===== src/rtl/vpic_pkg.sv =====
// Shared constants for the interrupt controller: the register addresses
// and the positions of fields that both the design and its users decode.
package vpic_pkg;
    localparam logic [1:0] ADDR_CFG  = 2'd0;
    localparam logic [1:0] ADDR_MASK = 2'd1;
    localparam logic [1:0] ADDR_ISR  = 2'd2;
    localparam logic [1:0] ADDR_VEC  = 2'd3;

    localparam int CFG_EN_BIT  = 0;
    localparam int CFG_HP_LSB  = 8;
    localparam int CFG_LVL_LSB = 13;
    localparam int VEC_LSB     = 11;
    localparam int ACK_BIT     = 0;
endpackage


===== src/rtl/vpic_regs.sv =====
// Configuration and mask storage.
// Holds the global enable, the favoured-source field, the priority level
// and the per-source mask. It reports which mask bits a mask write is
// turning from 1 to 0, so that the pending logic can detect a race.
// Assumes NUM_SRC <= 32 and that the field widths fit the bus.
module vpic_regs
    import vpic_pkg::*;
#(
    parameter int NUM_SRC = 32,
    parameter int VEC_W   = 5,
    parameter int LVL_W   = 3
) (
    input  logic               clk,
    input  logic               rst_n,
    input  logic               wr_cfg,
    input  logic               wr_mask,
    input  logic [31:0]        wdata,
    output logic               cfg_en,
    output logic [VEC_W-1:0]   cfg_hp,
    output logic [LVL_W-1:0]   cfg_lvl,
    output logic [NUM_SRC-1:0] mask,
    output logic [NUM_SRC-1:0] mask_drop
);
    // Configuration register: write on address 0, cleared by reset.
    always_ff @(posedge clk) begin
        if (!rst_n) begin
            cfg_en  <= 1'b0;
            cfg_hp  <= '0;
            cfg_lvl <= '0;
        end else if (wr_cfg) begin
            cfg_en  <= wdata[CFG_EN_BIT];
            cfg_hp  <= wdata[CFG_HP_LSB +: VEC_W];
            cfg_lvl <= wdata[CFG_LVL_LSB +: LVL_W];
        end
    end

    // Mask register: all sources are disabled after reset.
    always_ff @(posedge clk) begin
        if (!rst_n) begin
            mask <= '0;
        end else if (wr_mask) begin
            mask <= wdata[NUM_SRC-1:0];
        end
    end

    // Bits that the current mask write disables.
    always_comb begin
        mask_drop = wr_mask ? (mask & ~wdata[NUM_SRC-1:0]) : '0;
    end
endmodule


===== src/rtl/vpic_pending.sv =====
// Pending-request latch and race error latch.
// A request sets its pending bit. The bit stays set until a write-one clear.
// A request that arrives in the same cycle as its clear wins. Source 0 is
// reserved and never pends. The error latch is set when a mask write
// disables a source that is pending or requesting under the global enable.
// It is cleared by an acknowledge that hands out the error vector.
module vpic_pending #(
    parameter int NUM_SRC = 32
) (
    input  logic               clk,
    input  logic               rst_n,
    input  logic [NUM_SRC-1:0] src_req,
    input  logic               clr_wr,
    input  logic [NUM_SRC-1:0] clr_bits,
    input  logic [NUM_SRC-1:0] mask_drop,
    input  logic               cfg_en,
    input  logic               err_take,
    output logic [NUM_SRC-1:0] pend,
    output logic               err
);
    localparam logic [NUM_SRC-1:0] VALID = {{(NUM_SRC-1){1'b1}}, 1'b0};

    logic [NUM_SRC-1:0] pend_nx;
    logic               race;

    // Next pending state: apply clears first, then new requests.
    always_comb begin
        pend_nx = ((pend & ~(clr_wr ? clr_bits : '0)) | src_req) & VALID;
        race    = cfg_en && ((mask_drop & (pend | src_req) & VALID) != '0);
    end

    // Pending register.
    always_ff @(posedge clk) begin
        if (!rst_n) pend <= '0;
        else        pend <= pend_nx;
    end

    // Error latch: a race sets it and wins over a clear in the same cycle.
    always_ff @(posedge clk) begin
        if (!rst_n)        err <= 1'b0;
        else if (race)     err <= 1'b1;
        else if (err_take) err <= 1'b0;
    end
endmodule


===== src/rtl/vpic_vector.sv =====
// Priority selection and vector capture.
// The favoured source wins when it is active. Otherwise the highest-numbered
// active source wins. On an acknowledge the winner is frozen into the vector
// register, or vector 0 if nothing is active.
// Assumes bit 0 of 'active' is always 0.
module vpic_vector #(
    parameter int NUM_SRC = 32,
    parameter int VEC_W   = 5
) (
    input  logic               clk,
    input  logic               rst_n,
    input  logic [NUM_SRC-1:0] active,
    input  logic [VEC_W-1:0]   hp_sel,
    input  logic               ack,
    output logic [VEC_W-1:0]   vec,
    output logic               err_take
);
    logic [VEC_W-1:0] win;
    logic             hp_hit;

    // Winner search: later, higher indices overwrite earlier ones.
    always_comb begin
        win = '0;
        for (int i = 1; i < NUM_SRC; i++) begin
            if (active[i]) win = VEC_W'(i);
        end
        hp_hit = (hp_sel != '0) && (32'(hp_sel) < NUM_SRC) && active[hp_sel];
        if (hp_hit) win = hp_sel;
        err_take = ack && (active == '0);
    end

    // Vector register: changes only on an acknowledge.
    always_ff @(posedge clk) begin
        if (!rst_n)   vec <= '0;
        else if (ack) vec <= win;
    end
endmodule


===== src/rtl/vpic_top.sv =====
// Top of the interrupt controller.
// Decodes the register bus, joins the configuration, pending and vector
// logic, and drives the level-sensitive output to the core.
// Reads are combinational on bus_addr. Writes take effect at the next edge.
module vpic_top
    import vpic_pkg::*;
#(
    parameter int NUM_SRC = 32,
    parameter int LVL_W   = 3
) (
    input  logic               clk,
    input  logic               rst_n,
    input  logic [NUM_SRC-1:0] src_req,
    input  logic               bus_wr,
    input  logic [1:0]         bus_addr,
    input  logic [31:0]        bus_wdata,
    output logic [31:0]        bus_rdata,
    output logic               irq_out,
    output logic [LVL_W-1:0]   irq_level
);
    localparam int VEC_W = $clog2(NUM_SRC);

    logic               wr_cfg, wr_mask, wr_isr, ack;
    logic               cfg_en, err, err_take;
    logic [VEC_W-1:0]   cfg_hp, vec;
    logic [NUM_SRC-1:0] mask, mask_drop, pend, active;

    // Write decode.
    always_comb begin
        wr_cfg  = bus_wr && (bus_addr == ADDR_CFG);
        wr_mask = bus_wr && (bus_addr == ADDR_MASK);
        wr_isr  = bus_wr && (bus_addr == ADDR_ISR);
        ack     = bus_wr && (bus_addr == ADDR_VEC) && bus_wdata[ACK_BIT];
    end

    vpic_regs #(.NUM_SRC(NUM_SRC), .VEC_W(VEC_W), .LVL_W(LVL_W)) regs_i (
        .clk(clk), .rst_n(rst_n), .wr_cfg(wr_cfg), .wr_mask(wr_mask),
        .wdata(bus_wdata), .cfg_en(cfg_en), .cfg_hp(cfg_hp),
        .cfg_lvl(irq_level), .mask(mask), .mask_drop(mask_drop)
    );

    vpic_pending #(.NUM_SRC(NUM_SRC)) pend_i (
        .clk(clk), .rst_n(rst_n), .src_req(src_req), .clr_wr(wr_isr),
        .clr_bits(bus_wdata[NUM_SRC-1:0]), .mask_drop(mask_drop),
        .cfg_en(cfg_en), .err_take(err_take), .pend(pend), .err(err)
    );

    // Enabled pending sources.
    always_comb active = pend & mask;

    vpic_vector #(.NUM_SRC(NUM_SRC), .VEC_W(VEC_W)) vec_i (
        .clk(clk), .rst_n(rst_n), .active(active), .hp_sel(cfg_hp),
        .ack(ack), .vec(vec), .err_take(err_take)
    );

    // Level output to the core.
    always_comb irq_out = cfg_en && ((active != '0) || err);

    // Read-back multiplexer.
    always_comb begin
        bus_rdata = '0;
        case (bus_addr)
            ADDR_CFG: begin
                bus_rdata[CFG_EN_BIT]              = cfg_en;
                bus_rdata[CFG_HP_LSB +: VEC_W]     = cfg_hp;
                bus_rdata[CFG_LVL_LSB +: LVL_W]    = irq_level;
            end
            ADDR_MASK: bus_rdata[NUM_SRC-1:0]      = mask;
            ADDR_ISR:  bus_rdata[NUM_SRC-1:0]      = pend;
            default:   bus_rdata[VEC_LSB +: VEC_W] = vec;
        endcase
    end
endmodule


===== config.mk =====
export PLATFORM = sky130hd
export DESIGN_NAME = vpic_top
export DESIGN_NICKNAME = d
export VERILOG_FILES = /design/src/rtl/vpic_pkg.sv /design/src/rtl/vpic_regs.sv /design/src/rtl/vpic_pending.sv /design/src/rtl/vpic_vector.sv /design/src/rtl/vpic_top.sv
export SDC_FILE = /design/constraint.sdc
export NUM_CORES = 1
export LEC_CHECK = 0
export BUFFER_PORTS_ARGS = -buffer_cell sky130_fd_sc_hd__buf_2
export CORE_UTILIZATION = 50
export CTS_CLUSTER_DIAMETER = 100
export DETAILED_ROUTE_END_ITERATION = 8
export PLACE_DENSITY = 0.81
export SETUP_SLACK_MARGIN = 0.2
export SLEW_MARGIN = 25
export SYNTH_ARGS = -nofsm -noshare
export SYNTH_HDL_FRONTEND = slang
export SYNTH_SLANG_ARGS = --single-unit

===== constraint.sdc =====
create_clock -name clk -period 2.1 [get_ports clk]
set_clock_uncertainty 0.2 [all_clocks]
set_input_delay 0.42 -clock clk [delete_from_list [all_inputs] [get_ports clk]]
set_output_delay 0.42 -clock clk [all_outputs]
set_load 0.02 [all_outputs]

# ---- Word-level counts from Yosys, hierarchy flattened
# Index checks and enable logic that the tools add are counted.
dict set report totals {
  reg_bits 79
  latchBits 0
  ramBits 0
  rom_bits 0
  inputBits 69
  out_inout_bits 36
  word_cells 79
  mem_count 0
}
dict set report op_classes {
  addsub 0
  n_mul 0
  div_mod_pow 0
  order_cmp 1
  eq_ne 3
  shifts 0
  muxes 43
  bitwise_logic 8
  n_reduce_logical 16
}
# operator n
set ops {}
lappend ops {{2-to-1 mux 5 bit} 31}
lappend ops {{bitwise AND 32 bit} 4}
lappend ops {{2-to-1 mux 32 bit} 2}
lappend ops {{NOT 32 bit} 2}
lappend ops {{OR 32 bit} 2}
lappend ops {{nonzero test 32 bit} 2}
lappend ops {{zero test 32 bit} 1}
lappend ops {{case mux 16 bit (2 select lines)} 1}
lappend ops {{case mux 5 bit (3 select lines)} 1}
lappend ops {{case mux 7 bit (2 select lines)} 1}
lappend ops {{logical AND 1 bit} 9}
lappend ops {{case mux 3 bit (3 select lines)} 1}
lappend ops {{< comparator 5 x 6 -> 1 bit (second input constant)} 1}
lappend ops {{binary-select mux 1 bit (select 5 bit)} 1}
lappend ops {{nonzero test 5 bit} 1}
lappend ops {{equality test 2 bit (second input constant)} 2}
lappend ops {{2-to-1 mux 1 bit} 4}
lappend ops {{case mux 1 bit (3 select lines)} 1}
lappend ops {{equality test 2 x 1 -> 1 bit (second input constant)} 1}
lappend ops {{zero test 2 bit} 1}
lappend ops {{nonzero test 2 bit} 1}
lappend ops {{logical OR 1 bit} 1}

# ---- Longest topological paths before layout
# Gate-level depths: netlist of run 1.
dict set report logic_depth {
  depth_word 33
  mapped_depth 9
  depth_no_buf 7
}

# ---- By module
# From an unflattened synthesis of run 1, not the netlist that was laid out.
dict set report unflattened {
  hier_cells 633
  hier_area_um2 5153.7
}
# mod instances cells_per_inst area_each_um2 seq_area_each_um2
set modules_own_cells {}
lappend modules_own_cells {vpic_regs 1 192 1973.1 820.8}
lappend modules_own_cells {vpic_pending 1 177 1380.1 640.6}
lappend modules_own_cells {vpic_top 1 137 905.9 0.0}
lappend modules_own_cells {vpic_vector 1 127 894.6 100.1}

# ---- Least setup slack after synthesis of run 1
# Ideal clock, no wire load.
dict set report synth_path {
  kind {input to output}
  from {in bus_addr[1]}
  to {out bus_rdata[11]}
  arrival_time_ns 1.572
  t_required_ns 1.480
  setup_slack_ns -0.092
  cell_stages 6
  n_path_buf 2
  path_cell_list {inv_1 ha_1 clkbuf_1 clkbuf_1 a222oi_1 mux2i_1}
}
dict set report synth_via {
  elab_chain_len 2
  elab_cells_between_ends 4
  cone_classes {eq/ne (2); mux (1); reduce/logical (1)}
}
# element line
set synth_lines {}
lappend synth_lines {{from (decl)} vpic_top.sv:15} ;# input logic [1:0] bus_addr,
lappend synth_lines {{equality test 2 bit (tied with other cells)} vpic_top.sv:62} ;# case (bus_addr)
lappend synth_lines {{case mux 5 bit (3 select lines) (*)} vpic_top.sv:62}
lappend synth_lines {{to (decl)} vpic_top.sv:17} ;# output logic [31:0] bus_rdata,
# Mark *: on every way between the ends. The rest lies on a longest branch, timed or not.

# ---- Worst setup path after layout of run 1
dict set report layout_path {
  from {reg pend_i.pend[27]}
  to {out irq_out}
}
dict set report layout_via {
  elab_chain_len 4
}
# element line
set layout_lines {}
lappend layout_lines {{from (decl)} vpic_pending.sv:18} ;# output logic [NUM_SRC-1:0] pend,
lappend layout_lines {{from (signal assigned)} vpic_pending.sv:35} ;# else pend <= pend_nx;
lappend layout_lines {{bitwise AND 32 bit} vpic_top.sv:49} ;# always_comb active = pend & mask;
lappend layout_lines {{nonzero test 32 bit} vpic_top.sv:57} ;# always_comb irq_out = cfg_en && ((active != '0) || err);
lappend layout_lines {{logical OR 1 bit} vpic_top.sv:57}
lappend layout_lines {{logical AND 1 bit} vpic_top.sv:57}
lappend layout_lines {{to (decl)} vpic_top.sv:18} ;# output logic irq_out,
# Every way passes these cells.

==> flow_summary_export.csv, run 1 <==
group,metric,value,unit
finish,drive_above_1_share,40.1,%
sta,post-route-period-util,134,%
drt,drt-pass1-iter-count,8,
clock_network,cts_buffers,9,
drt,ant_nets,0,
sta,finalCriticalPeriod,2.82,ns
clock_network,clk_pin_slew,0.09,ns
worst_setup_path,critical_path_class,"register to output port",
yosys,ys_ff_latch,78,
power,ir_drop,0.000351,V
global_routing,grt_use_total,36.9,%
yosys,syn_area_per_cell,7.44,µm²
clock_network,cts_tree,"yes",
worst_setup_path,worstReg2RegStart,"pend_i.pend[27]",
worst_setup_path,critPathLaunch,"pend_i.pend[27]",
global_routing,met1_usage,47.7,%
die,initial_utilization,51.6,%
yosys,ys_types,51,
finish,areaGrowthSynthToFinish,49.2,%
outcome,status,"finished, violations left",
hold_path,hp-class,"primary input to register",
yosys,synth_cells,640,
die,core,9240,µm²
die,dieArea,9920,µm²
sta,holdWs,0.104,ns
sta,drv_slew,0,
clock_network,root_buffer,"clkbuf_8",
global_routing,grt_overflow,0,
sta,hold_viol,0,
worst_setup_path,reg2reg_depth,8,
power,p_per_area,533,nW/µm²
outcome,violations,"setup timing",
finish,antenna_cells,0,
worst_setup_path,critPathRequiredTime,1.48,ns
yosys,synth-edff-count,0,
drt,remaining_drc_errors,0,
finish,final_area,7110,µm²
worst_setup_path,r2r_slack,-0.02,ns
place,place_ws,-0.321,ns
sta,setup_viol,31,
drt,first_iter_violations,533,
drt,viasPerCell,6.09,
place,dpl.hpwl,13.0,mm
clock_network,clockBufferDepth,2,
die,die_h,99.6,µm
worst_setup_path,arrival,2.20,ns
finish,final_common_cell,"nand2_1",
place,dp.cells,929,
drt,via_count,5857,
global_routing,grt_pass1_vias,5545,
clock_network,clk_latency,0.36,ns
place,placed_area,6160,µm²
yosys,synth-main-ff-cell,"dfxtp_1",
yosys,ys_seq_area_share,32.8,%
worst_setup_path,slowest_stage,"dfxtp_2",
drt,avgRoutedWirePerCell,19.1,µm
place,io_buffers,103,
place,routabilityCongestion,0.948,
global_routing,busiest_layer,"met2",
global_routing,grt_util_met2,61.0,%
yosys,yosysWarnings,0,
finish,instances_no_fill,961,
run,cap_violations,0,
clock_network,cts.sinks,78,
sta,rsz0062_at_grt,"yes",
global_routing,grt_max_degree,43,
worst_setup_path,crit_path_start_kind,"register",
global_routing,antenna_found_initial,0,
sta,fin_ws,-0.716,ns
worst_setup_path,cp_cell_sequence,"a22o_1, a221oi_2, nand4_1, nor3_2, nand4_1, o21a_2, buf_2",
yosys,syn_nets,714,
die,io_pins,105,
sta,max_freq,0.355,GHz
worst_setup_path,cp_max_fo,2,
drt,routed_wl,18.3,mm
die,rows,35,
die,fp.dieW,99.6,µm
worst_setup_path,cp_common_cell,"nand4_1",
worst_setup_path,crit_end,"irq_out",
sta,tightestPinTransition,0.487,ns
power,p_leak,2.84,nW
worst_setup_path,worstReg2RegEnd,"pend_i.err",
worst_setup_path,cpPeakStageDelay,0.33,ns
finish,n_fill_cell,658,
finish,nets,902,
clock_network,ctsHoldBuffers,0,
worst_setup_path,end_kind,"output port",
yosys,async_flop_share,0,%
global_routing,grt_pass1_wl,28.3,mm
power,total_power,3.79,mW
yosys,synth_area,4760,µm²
sta,setup-tns-final,-2.29,ns
sta,slew_headroom,67.6,%
clock_network,htreeDepth,3,
global_routing,grt_util_met3,6.39,%
finish,layout_common_cells,"nand2_1 (136), buf_4 (97), buf_2 (74)",
finish,post-route-util,76.9,%
==> Yosys cell counts (2+ instances only) <==
cell / instances / area share, %
nor4_1: 4 / 0.53
o22ai_1: 2 / 0.26
nor2_1: 21 / 1.7
o211ai_1: 22 / 3.5
nand3_1: 25 / 2.6
buf_2: 5 / 0.53
a21boi_0: 42 / 6.6
and2_1: 3 / 0.39
o31ai_1: 3 / 0.47
clkbuf_1: 30 / 2.4
a22oi_1: 28 / 4.4
a21oi_1: 50 / 5.3
a32o_1: 3 / 0.63
mux2i_1: 6 / 1.3
nor2b_1: 57 / 7.5
a22o_1: 8 / 1.5
o21a_1: 2 / 0.32
dfxtp_1: 78 / 33
o21ai_0: 7 / 0.74
o2111ai_1: 5 / 0.92
nor3_1: 5 / 0.53
a222oi_1: 9 / 1.9
nand4b_1: 2 / 0.37
nor3b_1: 11 / 1.7
a31oi_1: 3 / 0.39
ha_1: 5 / 1.3
inv_1: 28 / 2.2
nand4_1: 14 / 1.8
buf_1: 3 / 0.24
nand2_1: 138 / 11
==> cells by family (layout without fill, tap and decap cells) <==
logic type               count (synthesis)  in the layout  synth area share, %
AO/OA/AOI/OAI                          197            197                 29.8
buffers and inverters                   67            259                 5.57
AND/OR/NAND/NOR                        287            287                 29.3
flip-flops                              78             78                 32.8
multiplexers                             6              6                 1.26
adder cells (fa/ha/maj)                  5              5                 1.31
==> where the power goes <==
| group | leakage, nW | internal, mW | switching (mW) |
|---|---|---|---|
| clock | 0.106 | 0.658 | 0.577 |
| combinational | 2.09 | 0.448 | 0.483 |
| sequential | 0.648 | 1.55 | 0.0749 |
| total | 2.84 | 2.66 | 1.14 |
==> how the worst min path moves through the flow <==
stage                   startpoint              to  cells past startpoint
finish                  src_req[8]  pend_i.pend[8]                      3
CTS                     src_req[8]  pend_i.pend[8]                      3
global route            src_req[7]  pend_i.pend[7]                      3
detailed placement  regs_i.mask[0]  regs_i.mask[0]                      2
global placement    regs_i.mask[0]  regs_i.mask[0]                      2
floorplan             vec_i.vec[2]    vec_i.vec[2]                      2
==> timing repair <==
action | in CTS | in global routing
gates resized for setup | 110 | 43
buffers inserted | 9 | 6
endpoints found under the setup margin | 39 | 39
gates cloned | 2 | 0
pin swaps | 12 | 21
==> per-layer routing <==
metal	routed length, µm	vias up
met5	0	-
met4	543	0
met3	1710	56
met2	8770	372
met1	7330	2749
li1	-	2680
==> registers in the layout (all words and copies together), names as in the netlist <==
name,cells
regs_i.cfg_lvl,3
pend_i.err,1
vec_i.vec,5
regs_i.cfg_en,1
regs_i.cfg_hp,5
pend_i.pend,31
regs_i.mask,32
==> critical path: cells and delay by family, from the launching register on <==
family                 cells  cell delay (ns)
AOI/OAI and AO/OA          3             0.76
buffers and inverters      1             0.15
DFF                        1             0.33
and+or+nand+nor            3             0.59
==> final cells by class <==
class	instances	area (µm²)	share of cell area, %
multi-input combinational	495	3290	46.3
timing repair buffer	216	1740	24.4
sequential	78	1590	22.4
tap	129	161	2.27
clock buffer	10	128	1.80
inverter	28	126	1.78
clock inverter	5	75.1	1.06
Power figures use the tool's default switching activity.
==> run 2: changes to the inputs <==
--- a/config.mk
+++ b/config.mk
@@ -15,3 +15,4 @@
 export SYNTH_ARGS = -nofsm -noshare
 export SYNTH_HDL_FRONTEND = slang
 export SYNTH_SLANG_ARGS = --single-unit
+export TNS_END_PERCENT = 10
==> flow_summary_export.csv, run 2 (synthesized netlist as in run 1, its figures left out) <==
group,metric,value,unit
finish,regMostFlops,"regs_i.mask",
clock_network,root_buffer,"clkbuf_8",
die,fp.dieW,99.6,µm
place,io_buffers,103,
sta,post-route-period-util,133,%
drt,wl_met2,8.70,mm
global_routing,grt_use_total,36.2,%
sta,tightestPinTransition,0.535,ns
worst_setup_path,cp_max_fo,2,
power,p_leak,2.79,nW
global_routing,grt_overflow,0,
power,ir_drop,0.000563,V
finish,largest_reg_flops,32,
die,rows,35,
drt,avgRoutedWirePerCell,18.7,µm
global_routing,grt_pass1_wl,27.9,mm
global_routing,grt_pass1_vias,5608,
worst_setup_path,critical_path_class,"register to output port",
die,core,9240,µm²
worst_setup_path,crit_path_start_kind,"register",
clock_network,clk_latency,0.36,ns
die,io_pins,105,
clock_network,clockBufferDepth,2,
outcome,violations,"setup timing",
sta,hold_viol,0,
sta,holdWs,0.100,ns
sta,slew_headroom,64.3,%
drt,viasPerCell,6.00,
hold_path,hp-class,"primary input to register",
clock_network,cts_buffers,9,
clock_network,cts.sinks,78,
finish,nets,899,
global_routing,antenna_found_initial,0,
drt,first_iter_violations,480,
die,initial_utilization,51.6,%
place,placed_area,6180,µm²
power,total_power,3.70,mW
drt,via_count,5747,
outcome,status,"finished, violations left",
worst_setup_path,critPathRequiredTime,1.48,ns
worst_setup_path,cp_cell_sequence,"a22o_4, a221oi_2, nand4_1, nor3_2, nand4_1, o21a_2, buf_6",
clock_network,htreeDepth,3,
drt,ant_nets,0,
sta,max_freq,0.358,GHz
global_routing,grt_max_degree,82,
place,place_ws,-0.315,ns
sta,rsz0062_at_grt,"yes",
finish,final_area,6930,µm²
drt,drt-met1-wl,7.42,mm
power,p_per_area,534,nW/µm²
worst_setup_path,cpPeakStageDelay,0.34,ns
finish,final_common_cell,"nand2_1",
clock_network,cts_tree,"yes",
sta,finalCriticalPeriod,2.79,ns
drt,routed.top_layer,"met4",
place,dpl.hpwl,12.7,mm
worst_setup_path,r2r_slack,-0.05,ns
worst_setup_path,end_kind,"output port",
clock_network,ctsHoldBuffers,0,
clock_network,clk_pin_slew,0.09,ns
finish,areaGrowthSynthToFinish,45.4,%
drt,drt-pass1-iter-count,7,
sta,fin_ws,-0.693,ns
finish,antenna_cells,0,
place,routabilityCongestion,0.960,
worst_setup_path,slowest_stage,"dfxtp_2",
sta,setup_viol,15,
run,cap_violations,0,
die,dieArea,9920,µm²
sta,drv_slew,0,
drt,route.met3.wl,1.29,mm
finish,layout_common_cells,"nand2_1 (137), buf_4 (109), buf_2 (74)",
drt,routed_wl,17.9,mm
worst_setup_path,cp_common_cell,"nand4_1",
worst_setup_path,arrival,2.17,ns
finish,top_regs,"regs_i.mask x32, pend_i.pend x31",
drt,remaining_drc_errors,0,
finish,drive_above_1_share,37.8,%
die,die_h,99.6,µm
## run 2: changes by cell type in the layout (fill, tap and decap cells not counted), sizes merged
cell and delta:
buf -3, inv +2, clkinvlp +1, clkinv -2, bufinv -1
## run 2: cell type report
cell class	count	area, µm²
multi-input cells	495	3250
clock buffers	10	138
well taps	129	161
inverters	28	120
clock inverters	5	58.8
flip-flops and latches	78	1580
repair buffers	213	1620
fillers	670	2310
## run 2: final timing paths
path | startpoint | endpoint | depth (start not counted)
worst max-delay path | pend_i.pend[27] | irq_out | 7
worst min-delay path | src_req[24] | pend_i.pend[24] | 3
worst max register to register | pend_i.pend[27] | pend_i.err | 8
worst min register to register | regs_i.mask[0] | regs_i.mask[0] | 2
## run 2: metrics by stage
step	setup TNS, ns	utilization [%]	std cells
after floorplan	0	-	640
after detailed placement	-8.58	66.9	931
final	-1.47	74.9	958
after global placement	-5.23	66.9	931
after CTS	-1.04	73.4	953
after global routing	-2.36	74.9	958
## run 2: metal layers
metal	vias to the layer above	track usage [%]
li1	2666	-
met1	2750	45.9
met2	283	61.8
met3	48	6.68
met4	0	12.4
met5	-	0
## run 2: worst max-delay path: cells and delay by family (launching register included)
family	cells	cell delay, ns
AND/OR/NAND/NOR	3	0.61
buffers and inverters	1	0.12
AO/OA/AOI/OAI	3	0.73
flip-flops	1	0.34
## run 2: repair_timing
item,CTS,global route
buffers inserted,7,5
gates resized for setup,97,28
setup endpoints to repair,38,40
pin swaps,28,21
## run 2: power breakdown
group          internal (mW)  switching (mW)
logic                  0.429           0.467
clock network          0.578           0.597
registers               1.55          0.0737
total                   2.56            1.14
